<file path="config.mk">
export PLATFORM = sky130hd
export DESIGN_NAME = vdp_host_port
export DESIGN_NICKNAME = d
export VERILOG_FILES = /design/src/rtl/vdp_hp_pkg.sv /design/src/rtl/vdp_ctl_seq.sv /design/src/rtl/vdp_cfg_regs.sv /design/src/rtl/vdp_vram_port.sv /design/src/rtl/vdp_host_port.sv
export SDC_FILE = /design/constraint.sdc
export NUM_CORES = 1
export LEC_CHECK = 0
export ABC_AREA = 1
export BUFFER_PORTS_ARGS = -buffer_cell sky130_fd_sc_hd__clkbuf_2
export CAP_MARGIN = 20
export CORE_UTILIZATION = 62
export CTS_CLUSTER_SIZE = 24
export DETAILED_ROUTE_END_ITERATION = 10
export MAX_ROUTING_LAYER = met4
export PLACE_DENSITY = 0.8
export REMOVE_ABC_BUFFERS = 1
export SYNTH_ARGS = -nofsm -noshare
export SYNTH_HDL_FRONTEND = slang
export SYNTH_SLANG_ARGS = --single-unit
</file>
<file path="constraint.sdc">
create_clock -name clk -period 3.4 [get_ports clk]
set_input_delay 0.17 -clock clk [delete_from_list [all_inputs] [get_ports clk]]
set_output_delay 0.17 -clock clk [all_outputs]
set_load 0.01 [all_outputs]
</file>
<file path="src/rtl/vdp_hp_pkg.sv">
package vdp_hp_pkg;

    localparam int DATA_W        = 8;
    localparam int ADDR_LO_W     = 14;
    localparam int PAGE_W        = 3;
    localparam int VADDR_W       = ADDR_LO_W + PAGE_W;
    localparam int REG_SEL_W     = 6;
    localparam int NUM_BASE_REGS = 27;
    localparam int CMD_REG_FIRST = 32;
    localparam int NUM_CMD_REGS  = 15;
    localparam int NUM_REGS      = NUM_BASE_REGS + NUM_CMD_REGS;
    localparam int PAGE_REG      = 14;
    localparam int HI_BITS_W     = ADDR_LO_W - DATA_W;

    typedef enum logic [1:0] {
        OP_NONE      = 2'd0,
        OP_REG_WRITE = 2'd1,
        OP_SET_WRITE = 2'd2,
        OP_SET_READ  = 2'd3
    } ctl_op_e;

    typedef struct packed {
        ctl_op_e                op;
        logic [REG_SEL_W-1:0]   reg_num;
        logic [DATA_W-1:0]      value;
        logic [ADDR_LO_W-1:0]   addr;
    } ctl_cmd_t;

    typedef struct packed {
        logic                   we;
        logic [VADDR_W-1:0]     addr;
        logic [DATA_W-1:0]      data;
    } vram_op_t;

    // Storage slot index -> architectural register number
    function automatic int slot_number(int idx);
        return (idx < NUM_BASE_REGS) ? idx : (idx - NUM_BASE_REGS + CMD_REG_FIRST);
    endfunction

    // Decode a completed control byte pair
    function automatic ctl_cmd_t decode_pair(logic [DATA_W-1:0] first,
                                             logic [DATA_W-1:0] second);
        ctl_cmd_t c;
        c.reg_num = second[REG_SEL_W-1:0];
        c.value   = first;
        c.addr    = {second[HI_BITS_W-1:0], first};
        if (second[7])      c.op = OP_REG_WRITE;
        else if (second[6]) c.op = OP_SET_WRITE;
        else                c.op = OP_SET_READ;
        return c;
    endfunction

endpackage

</file>
<file path="src/rtl/vdp_ctl_seq.sv">
module vdp_ctl_seq
    import vdp_hp_pkg::*;
(
    input  logic              clk,
    input  logic              rst,
    input  logic              wr_acc,
    input  logic              seq_clear,
    input  logic [DATA_W-1:0] wdata,
    output ctl_cmd_t          cmd
);

    logic              second_q;
    logic [DATA_W-1:0] first_q;

    always_ff @(posedge clk) begin
        if (rst) begin
            second_q <= 1'b0;
            first_q  <= '0;
        end else if (seq_clear) begin
            second_q <= 1'b0;
        end else if (wr_acc) begin
            if (!second_q) begin
                first_q  <= wdata;
                second_q <= 1'b1;
            end else begin
                second_q <= 1'b0;
            end
        end
    end

    always_comb begin
        if (wr_acc && second_q) cmd = decode_pair(first_q, wdata);
        else                    cmd = '0;
    end

    // a data access or control read leaves the sequencer at the first byte
    p_seq_clear_r9: assert property (@(posedge clk) disable iff (rst)
        seq_clear |=> !second_q);

    // a lone first byte moves the sequencer to the second-byte phase
    p_first_byte_r2: assert property (@(posedge clk) disable iff (rst)
        (wr_acc && !seq_clear && !second_q) |=> second_q);

endmodule

</file>
<file path="src/rtl/vdp_cfg_regs.sv">
module vdp_cfg_regs
    import vdp_hp_pkg::*;
(
    input  logic                 clk,
    input  logic                 rst,
    input  logic                 cmd_we,
    input  logic [REG_SEL_W-1:0] cmd_num,
    input  logic [DATA_W-1:0]    cmd_val,
    input  logic                 page_we,
    input  logic [PAGE_W-1:0]    page_val,
    input  logic [REG_SEL_W-1:0] rd_sel,
    output logic [DATA_W-1:0]    rd_data,
    output logic [PAGE_W-1:0]    page
);

    logic [DATA_W-1:0] regs_q [NUM_REGS];

    for (genvar g = 0; g < NUM_REGS; g++) begin : g_slot
        localparam logic [REG_SEL_W-1:0] NUM = REG_SEL_W'(slot_number(g));
        if (slot_number(g) == PAGE_REG) begin : g_page
            always_ff @(posedge clk) begin
                if (rst)                          regs_q[g] <= '0;
                else if (page_we)                 regs_q[g] <= {{(DATA_W-PAGE_W){1'b0}}, page_val};
                else if (cmd_we && cmd_num == NUM) regs_q[g] <= {{(DATA_W-PAGE_W){1'b0}}, cmd_val[PAGE_W-1:0]};
            end
        end else begin : g_plain
            always_ff @(posedge clk) begin
                if (rst)                          regs_q[g] <= '0;
                else if (cmd_we && cmd_num == NUM) regs_q[g] <= cmd_val;
            end
        end
    end

    always_comb begin
        rd_data = '0;
        for (int i = 0; i < NUM_REGS; i++) begin
            if (rd_sel == REG_SEL_W'(slot_number(i))) rd_data = regs_q[i];
        end
    end

    assign page = regs_q[PAGE_REG][PAGE_W-1:0];

    // a register write to the page register loads the masked value
    p_page_load_r3: assert property (@(posedge clk) disable iff (rst)
        (cmd_we && !page_we && cmd_num == REG_SEL_W'(PAGE_REG)) |=> page == $past(cmd_val[PAGE_W-1:0]));

endmodule

</file>
<file path="src/rtl/vdp_vram_port.sv">
module vdp_vram_port
    import vdp_hp_pkg::*;
(
    input  logic                 clk,
    input  logic                 rst,
    input  ctl_op_e              set_op,
    input  logic [ADDR_LO_W-1:0] set_addr,
    input  logic                 data_wr,
    input  logic                 data_rd,
    input  logic                 ctl_rd,
    input  logic [DATA_W-1:0]    wdata,
    input  logic [PAGE_W-1:0]    page,
    output logic                 page_we,
    output logic [PAGE_W-1:0]    page_val,
    output logic [DATA_W-1:0]    cpu_rdata,
    output logic                 vram_req,
    output vram_op_t             vram_op,
    input  logic                 vram_ack,
    input  logic [DATA_W-1:0]    vram_rdata
);

    logic [ADDR_LO_W-1:0] addr_q;
    logic [DATA_W-1:0]    latch_q;
    logic [DATA_W-1:0]    rdata_q;
    logic                 req_q;
    vram_op_t             op_q;
    logic [VADDR_W-1:0]   cur_full;
    logic [VADDR_W-1:0]   nxt_full;
    logic                 advance;

    assign cur_full = {page, addr_q};
    assign nxt_full = cur_full + VADDR_W'(1);
    assign advance  = data_wr || data_rd;
    assign page_we  = advance && (&addr_q);
    assign page_val = nxt_full[VADDR_W-1:ADDR_LO_W];

    always_ff @(posedge clk) begin
        if (rst) begin
            addr_q  <= '0;
            latch_q <= '0;
            rdata_q <= '0;
            req_q   <= 1'b0;
            op_q    <= '0;
        end else begin
            if (req_q && vram_ack) begin
                req_q <= 1'b0;
                if (!op_q.we) latch_q <= vram_rdata;
            end
            if (set_op == OP_SET_WRITE) begin
                addr_q <= set_addr;
            end
            if (set_op == OP_SET_READ) begin
                addr_q     <= set_addr;
                req_q      <= 1'b1;
                op_q.we    <= 1'b0;
                op_q.addr  <= {page, set_addr};
                op_q.data  <= '0;
            end
            if (data_wr) begin
                req_q      <= 1'b1;
                op_q.we    <= 1'b1;
                op_q.addr  <= cur_full;
                op_q.data  <= wdata;
                latch_q    <= wdata;
                addr_q     <= nxt_full[ADDR_LO_W-1:0];
            end
            if (data_rd) begin
                rdata_q    <= latch_q;
                req_q      <= 1'b1;
                op_q.we    <= 1'b0;
                op_q.addr  <= nxt_full;
                op_q.data  <= '0;
                addr_q     <= nxt_full[ADDR_LO_W-1:0];
            end
            if (ctl_rd) rdata_q <= '0;
        end
    end

    assign cpu_rdata = rdata_q;
    assign vram_req  = req_q;
    assign vram_op   = op_q;

    // request held with stable fields until acknowledged
    p_req_hold_r10: assert property (@(posedge clk) disable iff (rst)
        (req_q && !vram_ack) |=> (req_q && $stable(op_q)));

    // acknowledge only arrives against an outstanding request
    p_ack_valid_r10: assert property (@(posedge clk) disable iff (rst)
        vram_ack |-> req_q);

    // a data write raises a write request
    p_write_req_r6: assert property (@(posedge clk) disable iff (rst)
        data_wr |=> (req_q && op_q.we));

    // in-page address wraps to zero on the carry
    p_wrap_r8: assert property (@(posedge clk) disable iff (rst)
        (advance && (&addr_q)) |=> addr_q == '0);

endmodule

</file>
<file path="src/rtl/vdp_host_port.sv">
module vdp_host_port
    import vdp_hp_pkg::*;
(
    input  logic                 clk,
    input  logic                 rst,
    input  logic                 cpu_wr,
    input  logic                 cpu_rd,
    input  logic                 cpu_sel_data,
    input  logic [DATA_W-1:0]    cpu_wdata,
    output logic [DATA_W-1:0]    cpu_rdata,
    output logic                 cpu_busy,
    output logic                 vram_req,
    output logic                 vram_we,
    output logic [VADDR_W-1:0]   vram_addr,
    output logic [DATA_W-1:0]    vram_wdata,
    input  logic                 vram_ack,
    input  logic [DATA_W-1:0]    vram_rdata,
    input  logic [REG_SEL_W-1:0] cfg_rd_sel,
    output logic [DATA_W-1:0]    cfg_rd_data
);

    logic        wr_ok, rd_ok;
    logic        ctl_wr_acc, ctl_rd_acc, data_wr_acc, data_rd_acc;
    ctl_cmd_t    cmd;
    logic        page_we;
    logic [PAGE_W-1:0] page_val, page;
    vram_op_t    vop;

    assign wr_ok       = cpu_wr && !cpu_busy;
    assign rd_ok       = cpu_rd && !cpu_wr && !cpu_busy;
    assign ctl_wr_acc  = wr_ok && !cpu_sel_data;
    assign data_wr_acc = wr_ok &&  cpu_sel_data;
    assign ctl_rd_acc  = rd_ok && !cpu_sel_data;
    assign data_rd_acc = rd_ok &&  cpu_sel_data;

    vdp_ctl_seq u_seq (
        .clk       (clk),
        .rst       (rst),
        .wr_acc    (ctl_wr_acc),
        .seq_clear (ctl_rd_acc || data_wr_acc || data_rd_acc),
        .wdata     (cpu_wdata),
        .cmd       (cmd)
    );

    vdp_cfg_regs u_regs (
        .clk      (clk),
        .rst      (rst),
        .cmd_we   (cmd.op == OP_REG_WRITE),
        .cmd_num  (cmd.reg_num),
        .cmd_val  (cmd.value),
        .page_we  (page_we),
        .page_val (page_val),
        .rd_sel   (cfg_rd_sel),
        .rd_data  (cfg_rd_data),
        .page     (page)
    );

    vdp_vram_port u_port (
        .clk        (clk),
        .rst        (rst),
        .set_op     (cmd.op),
        .set_addr   (cmd.addr),
        .data_wr    (data_wr_acc),
        .data_rd    (data_rd_acc),
        .ctl_rd     (ctl_rd_acc),
        .wdata      (cpu_wdata),
        .page       (page),
        .page_we    (page_we),
        .page_val   (page_val),
        .cpu_rdata  (cpu_rdata),
        .vram_req   (vram_req),
        .vram_op    (vop),
        .vram_ack   (vram_ack),
        .vram_rdata (vram_rdata)
    );

    assign cpu_busy   = vram_req;
    assign vram_we    = vop.we;
    assign vram_addr  = vop.addr;
    assign vram_wdata = vop.data;

    // a data strobe while busy does not start a new request at the next edge
    p_busy_drop_r11: assert property (@(posedge clk) disable iff (rst)
        (cpu_busy && vram_ack) |=> !vram_req);

endmodule

</file>
==> impl_results.md, run 1 <==
- Final setup violation count: 8
- Period Utilization, post-route: 112%
- WS Path Type: reg2out
- GRT Util Overall: 36.2%
- R2R setup slack: 0.13 ns
- DR vias/cell: 6.01
- Drt drc: 0
- Final Max Tran Viols: 0
- Row count: 62
- Num CTS Buffers: 40
- Min cycle time layout: 3.81 ns
- FF-to-FF path depth: 14
- Hold Vio Cnt, Final: 0
- Post-synth EDFFs: 331
- CTS clock-pin slew for the worst setup and hold paths: 0.07 ns
- CP Launch Type: register
- Ys flop type: edfxtp_1
- Worst-Margin Slew: 1.13 ns
- Post-Syn Area: 18100 um2
- Top layer used by detailed routing: met4
- Crit path arrival time: 3.64 ns
- Register bit total from synthesis: 397
- Ratio of cells with drive above 1 in the final layout: 14.2%
- Wirelength per Cell: 20.3 um
- Worst ir drop on vdd: 0.000412 V
- 1st-pass router iterations: 7
- # nets final: 2185
- DP Wirelength: 34100 um
- Dpl cell area: 19500 um2
- Drt first-iter violations: 2268
- Critical path peak fanout: 1
- Die area: 29800 um2
- Met3 WL: 5990 um
- Largest net degree at the start of global routing: 103
- Pleak: 7.81 nW
- CTS tree: yes
- TNS Setup: -1.19 ns
- Worst hold path type: in2reg
- Routed WL: 52300 um
- Clock Skew: 0.0268 ns
- Status: finished, violations left
- Hold path endpoint: u_seq.second_q
- Final instance area: 21200 um2
- Violated checks: setup timing
- P&R area growth vs syn: 17.2%
- Sinks on Clock Net: 397
- Root buffer cell: clkbuf_16
- Core area: 28700 um2
- RSZ-0062 raised after global routing: true
- Ant. Diodes: 0
- Worst Setup Slack, final: -0.409 ns
- Vias in the first global route: 15100
- Die width: 173 um
- CP Data Required Time: 3.23 ns
- Mean post-synth cell area: 9.10 um2
- M1 wire length: 18800 um
- Via count: 15500
- WHS Path Cells: 4
- Worst R2R Start: u_port.vram_req
- First-pass GRT wire length: 81500 um
- HP Start: cpu_sel_data
- Die Y: 173 um
- Final ANT Viol Nets: 0
- Fmax: 263 MHz
- H-Tree Depth: 2
- # IOs: 72
- Yosys warns: 0
- Max Cap Viol: 0
- Clock buffer depth: 3
- IO Port Bufs: 71
- Routability congestion estimate from global placement: 0.952
- Register area share after synthesis: 62.3%
- Pre-CTS setup slack: -0.178 ns
- Synth cell types: 38
- Power per cell area: 509 nW/um2
- Relative slew slack: 24.4%
- Mapped Cells: 1986
- GRT overflow: 0
- Met2 routed WL: 25100 um
- Worst Setup End Kind: output pin
- Initial core utilization: 62.9%
- Reg2reg end: u_regs.regs_q[0][77]
- Worst skew pair latency: 0.55 ns
- Fraction of registers with async set/reset: 0%
- Initial antenna violation count: 0
- Hold slack: 0.0521 ns
## per-stage QoR
step	cells	total power [mW]	utilization [%]
after global placement	2475	6.21	67.9
after detailed placement	2476	6.24	68.0
after CTS	2571	10.7	73.7
after floorplan	1911	5.94	-
after global routing	2571	11.0	73.7
final	2571	10.8	73.7
## cell families after synthesis
group	after synthesis	share of synthesized area, %
adder cells (fa/ha/maj)	1	0.0692
AO/OA/AOI/OAI	202	6.11
AND/OR/NAND/NOR	1117	25.5
buffers and inverters	255	5.35
XOR/XNOR	14	0.679
flip-flops	397	62.3
## flip-flops by register name, indices dropped and copies added, names as in the netlist
register	count
u_port.addr_q	14
u_seq.second_q	1
u_port.vram_req	1
u_port.vram_op	26
u_port.cpu_rdata	8
u_seq.first_q	8
u_port.latch_q	8
u_regs.regs_q	331
## worst max-delay path by stage
stage / from / to / slack (ns) / cells past startpoint
floorplan: u_port.vram_req / u_regs.regs_q[2][56] / -0.36 / 9
global placement: cfg_rd_sel[2] / cfg_rd_data[7] / -0.14 / 30
detailed placement: cfg_rd_sel[2] / cfg_rd_data[7] / -0.18 / 30
CTS: u_regs.regs_q[0][12] / cfg_rd_data[4] / -0.29 / 27
global route: u_regs.regs_q[0][20] / cfg_rd_data[4] / -0.67 / 27
finish: u_regs.regs_q[0][12] / cfg_rd_data[4] / -0.41 / 27
## critical path, stage by stage, from the launching register on
cell      delay (ns)
edfxtp_1        0.37
nand2_1         0.08
nand2_1         0.06
nor2_1          0.13
nand3_1         0.13
nor2_2          0.18
nand3_2         0.11
nand2_1         0.08
nand2_1         0.04
nand2_1         0.08
nand3_1         0.10
nand2_2         0.09
nand4_1         0.18
nor2_1          0.17
nand4_1         0.12
nor2_1          0.16
nand4_1         0.10
nand2_1         0.08
nand4_1         0.11
nand2_1         0.09
nand3_1         0.07
nand2_1         0.08
nand4_1         0.09
nand2_1         0.09
nand2_1         0.05
nand2_1         0.05
nand3_1         0.06
clkbuf_2        0.15
## cell usage in the layout (no fill, tap or decap), drive strengths merged, types with 23 or more instances in the layout
cell / Yosys / routed
nor2: 482 / 482
nand2: 445 / 445
edfxtp: 331 / 331
inv: 176 / 177
clkbuf: 71 / 123
buf: 4 / 110
nand3: 89 / 89
o21ai: 84 / 84
a21oi: 75 / 75
dfxtp: 66 / 66
nand4: 62 / 62
or2: 23 / 23
## area by class of cell
class,count,area [um2]
Clock buffer,52,1110
Clock inverter,21,241
Fill cell,1925,7530
Inverter,180,677
Multi-Input combinational cell,1334,5950
Sequential cell,397,11300
Tap cell,384,480
Timing Repair Buffer,203,1450
## Yosys cell counts (6+ instances only)
cell type | number | area (um2)
clkbuf_1 | 71 | 267
or2_2 | 17 | 106
a31oi_1 | 21 | 131
nand3_1 | 89 | 445
nand2_1 | 444 | 1670
a21oi_1 | 75 | 375
edfxtp_1 | 331 | 9940
nor2_2 | 8 | 50.1
inv_2 | 6 | 22.5
nand4_1 | 62 | 388
o21ai_0 | 83 | 415
a41oi_1 | 9 | 78.8
nor2_1 | 469 | 1760
nor3_1 | 14 | 70.1
inv_1 | 170 | 638
dfxtp_1 | 66 | 1320
xor2_1 | 14 | 123
## power by group
| part | internal (mW) | switching (mW) |
|---|---|---|
| sequential | 5.43 | 0.0874 |
| clock | 2.69 | 1.90 |
| combinational | 0.220 | 0.455 |
## routing by layer
metal,global-route usage [%],up-vias
li1,-,6938
met1,45.3,7197
met2,58.6,1129
met3,6.22,197
met4,15.4,0
met5,-,-
## what timing repair did
item                       in CTS  in global routing
hold buffers                   22                  0
hold endpoints to repair       28                  0
resized for setup              19                  7
pin swaps                       7                 13
setup endpoints to repair       8                  8
setup buffers                   0                  0
(Power assumes the default switching activity.)
==> run 2, diff against run 1 <==
- SLEW_MARGIN: unset -> 20
- clock period: 3.4 -> 4.3 ns (I/O delays scaled with it)
==> run 2 against run 1 <==
  * The run now ends clean
  * Via count is 2.9% lower
  * Sequential power shrank 21%
  * Total power shrank 23%
  * Final area shrank 3.2%
  * Core utilization shrank 2.3 points
  * Global-route usage is 2.4 points lower
  * Clock skew down 0.017 ns
  * Critical path depth stayed put
  * Register-to-register slack better by 1.1 ns
  * Highest routed layer unchanged
==> impl_results.md, run 2 (synthesis gave the netlist of run 1 again) <==
- Worst Setup End Kind: output pin (unchanged)
- 1st-pass router iterations: 8 (was 7)
- Sequential Area: 11300 um2 (unchanged)
- CTS tree: yes (unchanged)
- Routability congestion estimate from global placement: 0.965 (was 0.952)
- PostCTS Resize Cnt: 0 (was 19)
- Pre-CTS setup slack: 0.612 ns (was -0.178 ns)
- Final ANT Viol Nets: 0 (unchanged)
- # IOs: 72 (unchanged)
- Relative slew slack: 26.3% (was 24.4%)
- Min cycle time layout: 3.78 ns
- Worst hold path type: in2reg (unchanged)
- WS Path Type: reg2out (unchanged)
- Routed WL: 49100 um (was 52300 um)
- GR Util met3: 5.30% (was 6.22%)
- Most flop-heavy register: u_regs.regs_q (unchanged)
- Worst ir drop on vdd: 0.000296 V (was 0.000412 V)
- Hold Vio Cnt, Final: 0 (unchanged)
- DR vias/cell: 5.99 (was 6.01)
- Drt drc: 0 (unchanged)
- Grt met2 use: 53.9% (was 58.6%)
- Fmax: 265 MHz
- CP Launch Type: register (unchanged)
- Max Cap Viol: 0 (unchanged)
- CP Data Required Time: 4.09 ns (was 3.23 ns)
- Core Util, Final: 71.4% (was 73.7%)
- Largest net degree at the start of global routing: 68 (was 103)
- Num CTS Buffers: 40 (unchanged)
- Largest register FFs: 331 (unchanged)
- CTS clock-pin slew for the worst setup and hold paths: 0.07 ns (about the same)
- DP Cell Count: 2423 (was 2476)
- Core area: 28700 um2 (unchanged)
- Drt first-iter violations: 1885 (was 2268)
- Root buffer cell: clkbuf_16 (unchanged)
- Final Max Tran Viols: 0 (unchanged)
- H-Tree Depth: 2 (unchanged)
- Clock Skew: 0.0102 ns (was 0.0268 ns)
- Met1 Track Usage GR: 44.3% (was 45.3%)
- Worst Setup Slack, final: 0.521 ns (was -0.409 ns)
- Initial core utilization: 62.9% (unchanged)
- RSZ-0062 raised after global routing: false (was true)
- Status: finished, final reports clean (was finished, violations left)
- Sinks on Clock Net: 397 (unchanged)
- Initial antenna violation count: 0 (unchanged)
- Ratio of cells with drive above 1 in the final layout: 10.8% (was 14.2%)
- Die width: 173 um (unchanged)
- Crit path arrival time: 3.56 ns (was 3.64 ns)
- IO Port Bufs: 71 (unchanged)
- Commonest cells after routing, fill and taps aside: nor2_1 (469), nand2_1 (436), edfxtp_1 (331), inv_1 (170), nand3_1 (89) (was nor2_1 (464), nand2_1 (429), edfxtp_1 (331), inv_1 (169), buf_4 (106))
- Vias in the first global route: 14200 (was 15100)
- Worst skew pair latency: 0.54 ns (was 0.55 ns)
- Worst-Margin Slew: 1.10 ns (was 1.13 ns)
- TNS Setup: 0 ns (was -1.19 ns)
- Fillcell total: 2075 (was 1925)
- Fin cells: 2509 (was 2571)
- Critical path peak fanout: 1 (unchanged)
- Die Y: 173 um (unchanged)
- Via count: 15000 (was 15500)
- GRT Util Overall: 33.8% (was 36.2%)
- Ant. Diodes: 0 (unchanged)
- Clock buffer depth: 3 (unchanged)
- DP Wirelength: 32900 um (was 34100 um)
- Multi-input gate area: 5880 um2 (was 5950 um2)
- Most common cell after layout, fill and taps aside: nor2_1 (unchanged)
- Row count: 62 (unchanged)
- Power per cell area: 405 nW/um2 (was 509 nW/um2)
- P&R area growth vs syn: 13.5% (was 17.2%)
- Final setup violation count: 0 (was 8)
- Die area: 29800 um2 (unchanged)
- # nets final: 2124 (was 2185)
- GR peak layer: met2 (unchanged)
- Pleak: 7.44 nW (was 7.81 nW)
- GRT overflow: 0 (unchanged)
- First-pass GRT wire length: 76200 um (was 81500 um)
- Wirelength per Cell: 19.6 um (was 20.3 um)
- Period Utilization, post-route: 87.9%
run 2: cell count changes in the layout (fill, tap and decap cells not counted), moves of 5 or more:
| cell | before | now |
|---|---|---|
| dlygate4sd3_1 | 22 | 14 |
| nand2_1 | 429 | 436 |
| buf_4 | 106 | 56 |
| nand3_2 | 7 | 0 |
| nor2_1 | 464 | 469 |
| nand3_1 | 82 | 89 |
| nand2_2 | 16 | 6 |
run 2: metrics by stage:
step / hold WS, ns / total power, mW / instance area, um2
final: 0.0205 / 8.31 / 20500
after global routing: 0.0380 / 8.51 / 20500
after CTS: 0.00175 / 8.29 / 20500
after detailed placement: 0.456 / 4.91 / 19100
after global placement: 0.447 / 4.90 / 19100
after floorplan: 0.284 / 4.70 / 17800
run 2: critical path: stages, from the launching register on:
cell      delay [ns]
edfxtp_1        0.36
nand2_1         0.08
nand2_1         0.06
nor2_1          0.13
nand3_1         0.09
nor2_1          0.17
nand3_1         0.14
nand2_1         0.09
nand2_1         0.05
nand2_1         0.09
nand3_1         0.10
nand2_1         0.09
nand4_1         0.14
nor2_1          0.14
nand4_1         0.09
nor2_1          0.12
nand4_1         0.09
nand2_1         0.08
nand4_1         0.11
nand2_1         0.09
nand3_1         0.07
nand2_1         0.09
nand4_1         0.09
nand2_1         0.10
nand2_1         0.06
nand2_1         0.06
nand3_1         0.09
clkbuf_2        0.15
run 2: repair_timing:
item                                   CTS  global route
hold buffers                            14             0
endpoints found under the hold margin   16             0
setup buffers                            0             0
run 2: worst paths after layout:
check                                     startpoint                   end  slack [ns]  cells after the start
worst max-delay path            u_regs.regs_q[0][12]        cfg_rd_data[4]        0.52                     27
worst min-delay path                    cpu_wdata[5]      u_seq.first_q[5]        0.02                      3
worst max register to register       u_port.vram_req  u_regs.regs_q[1][77]        1.19                     14
worst min register to register   u_port.cpu_rdata[6]   u_port.cpu_rdata[6]        0.47                      2
run 2: report_power, final:
group / internal, mW / leakage, nW / switching (mW)
Combinational: 0.152 / 2.86 / 0.342
Clock: 1.97 / 0.616 / 1.48
Sequential: 4.30 / 3.97 / 0.0691
run 2: area by class of cell:
| class | instances | share of cell area (%) |
|---|---|---|
| Timing Repair Buffer | 142 | 4.57 |
| Clock buffer | 51 | 5.08 |
| Inverter | 180 | 3.30 |
| Tap cell | 384 | 2.34 |
| Clock inverter | 21 | 1.09 |
| Sequential cell | 397 | 54.9 |
| Multi-Input combinational cell | 1334 | 28.7 |
run 2: layer usage:
layer	share of wire, %	vias to the layer above	wire [um]
met5	0	-	0
met4	3.4	0	1690
met3	11	152	5390
met2	47	1036	23300
met1	38	7015	18800
li1	-	6814	-
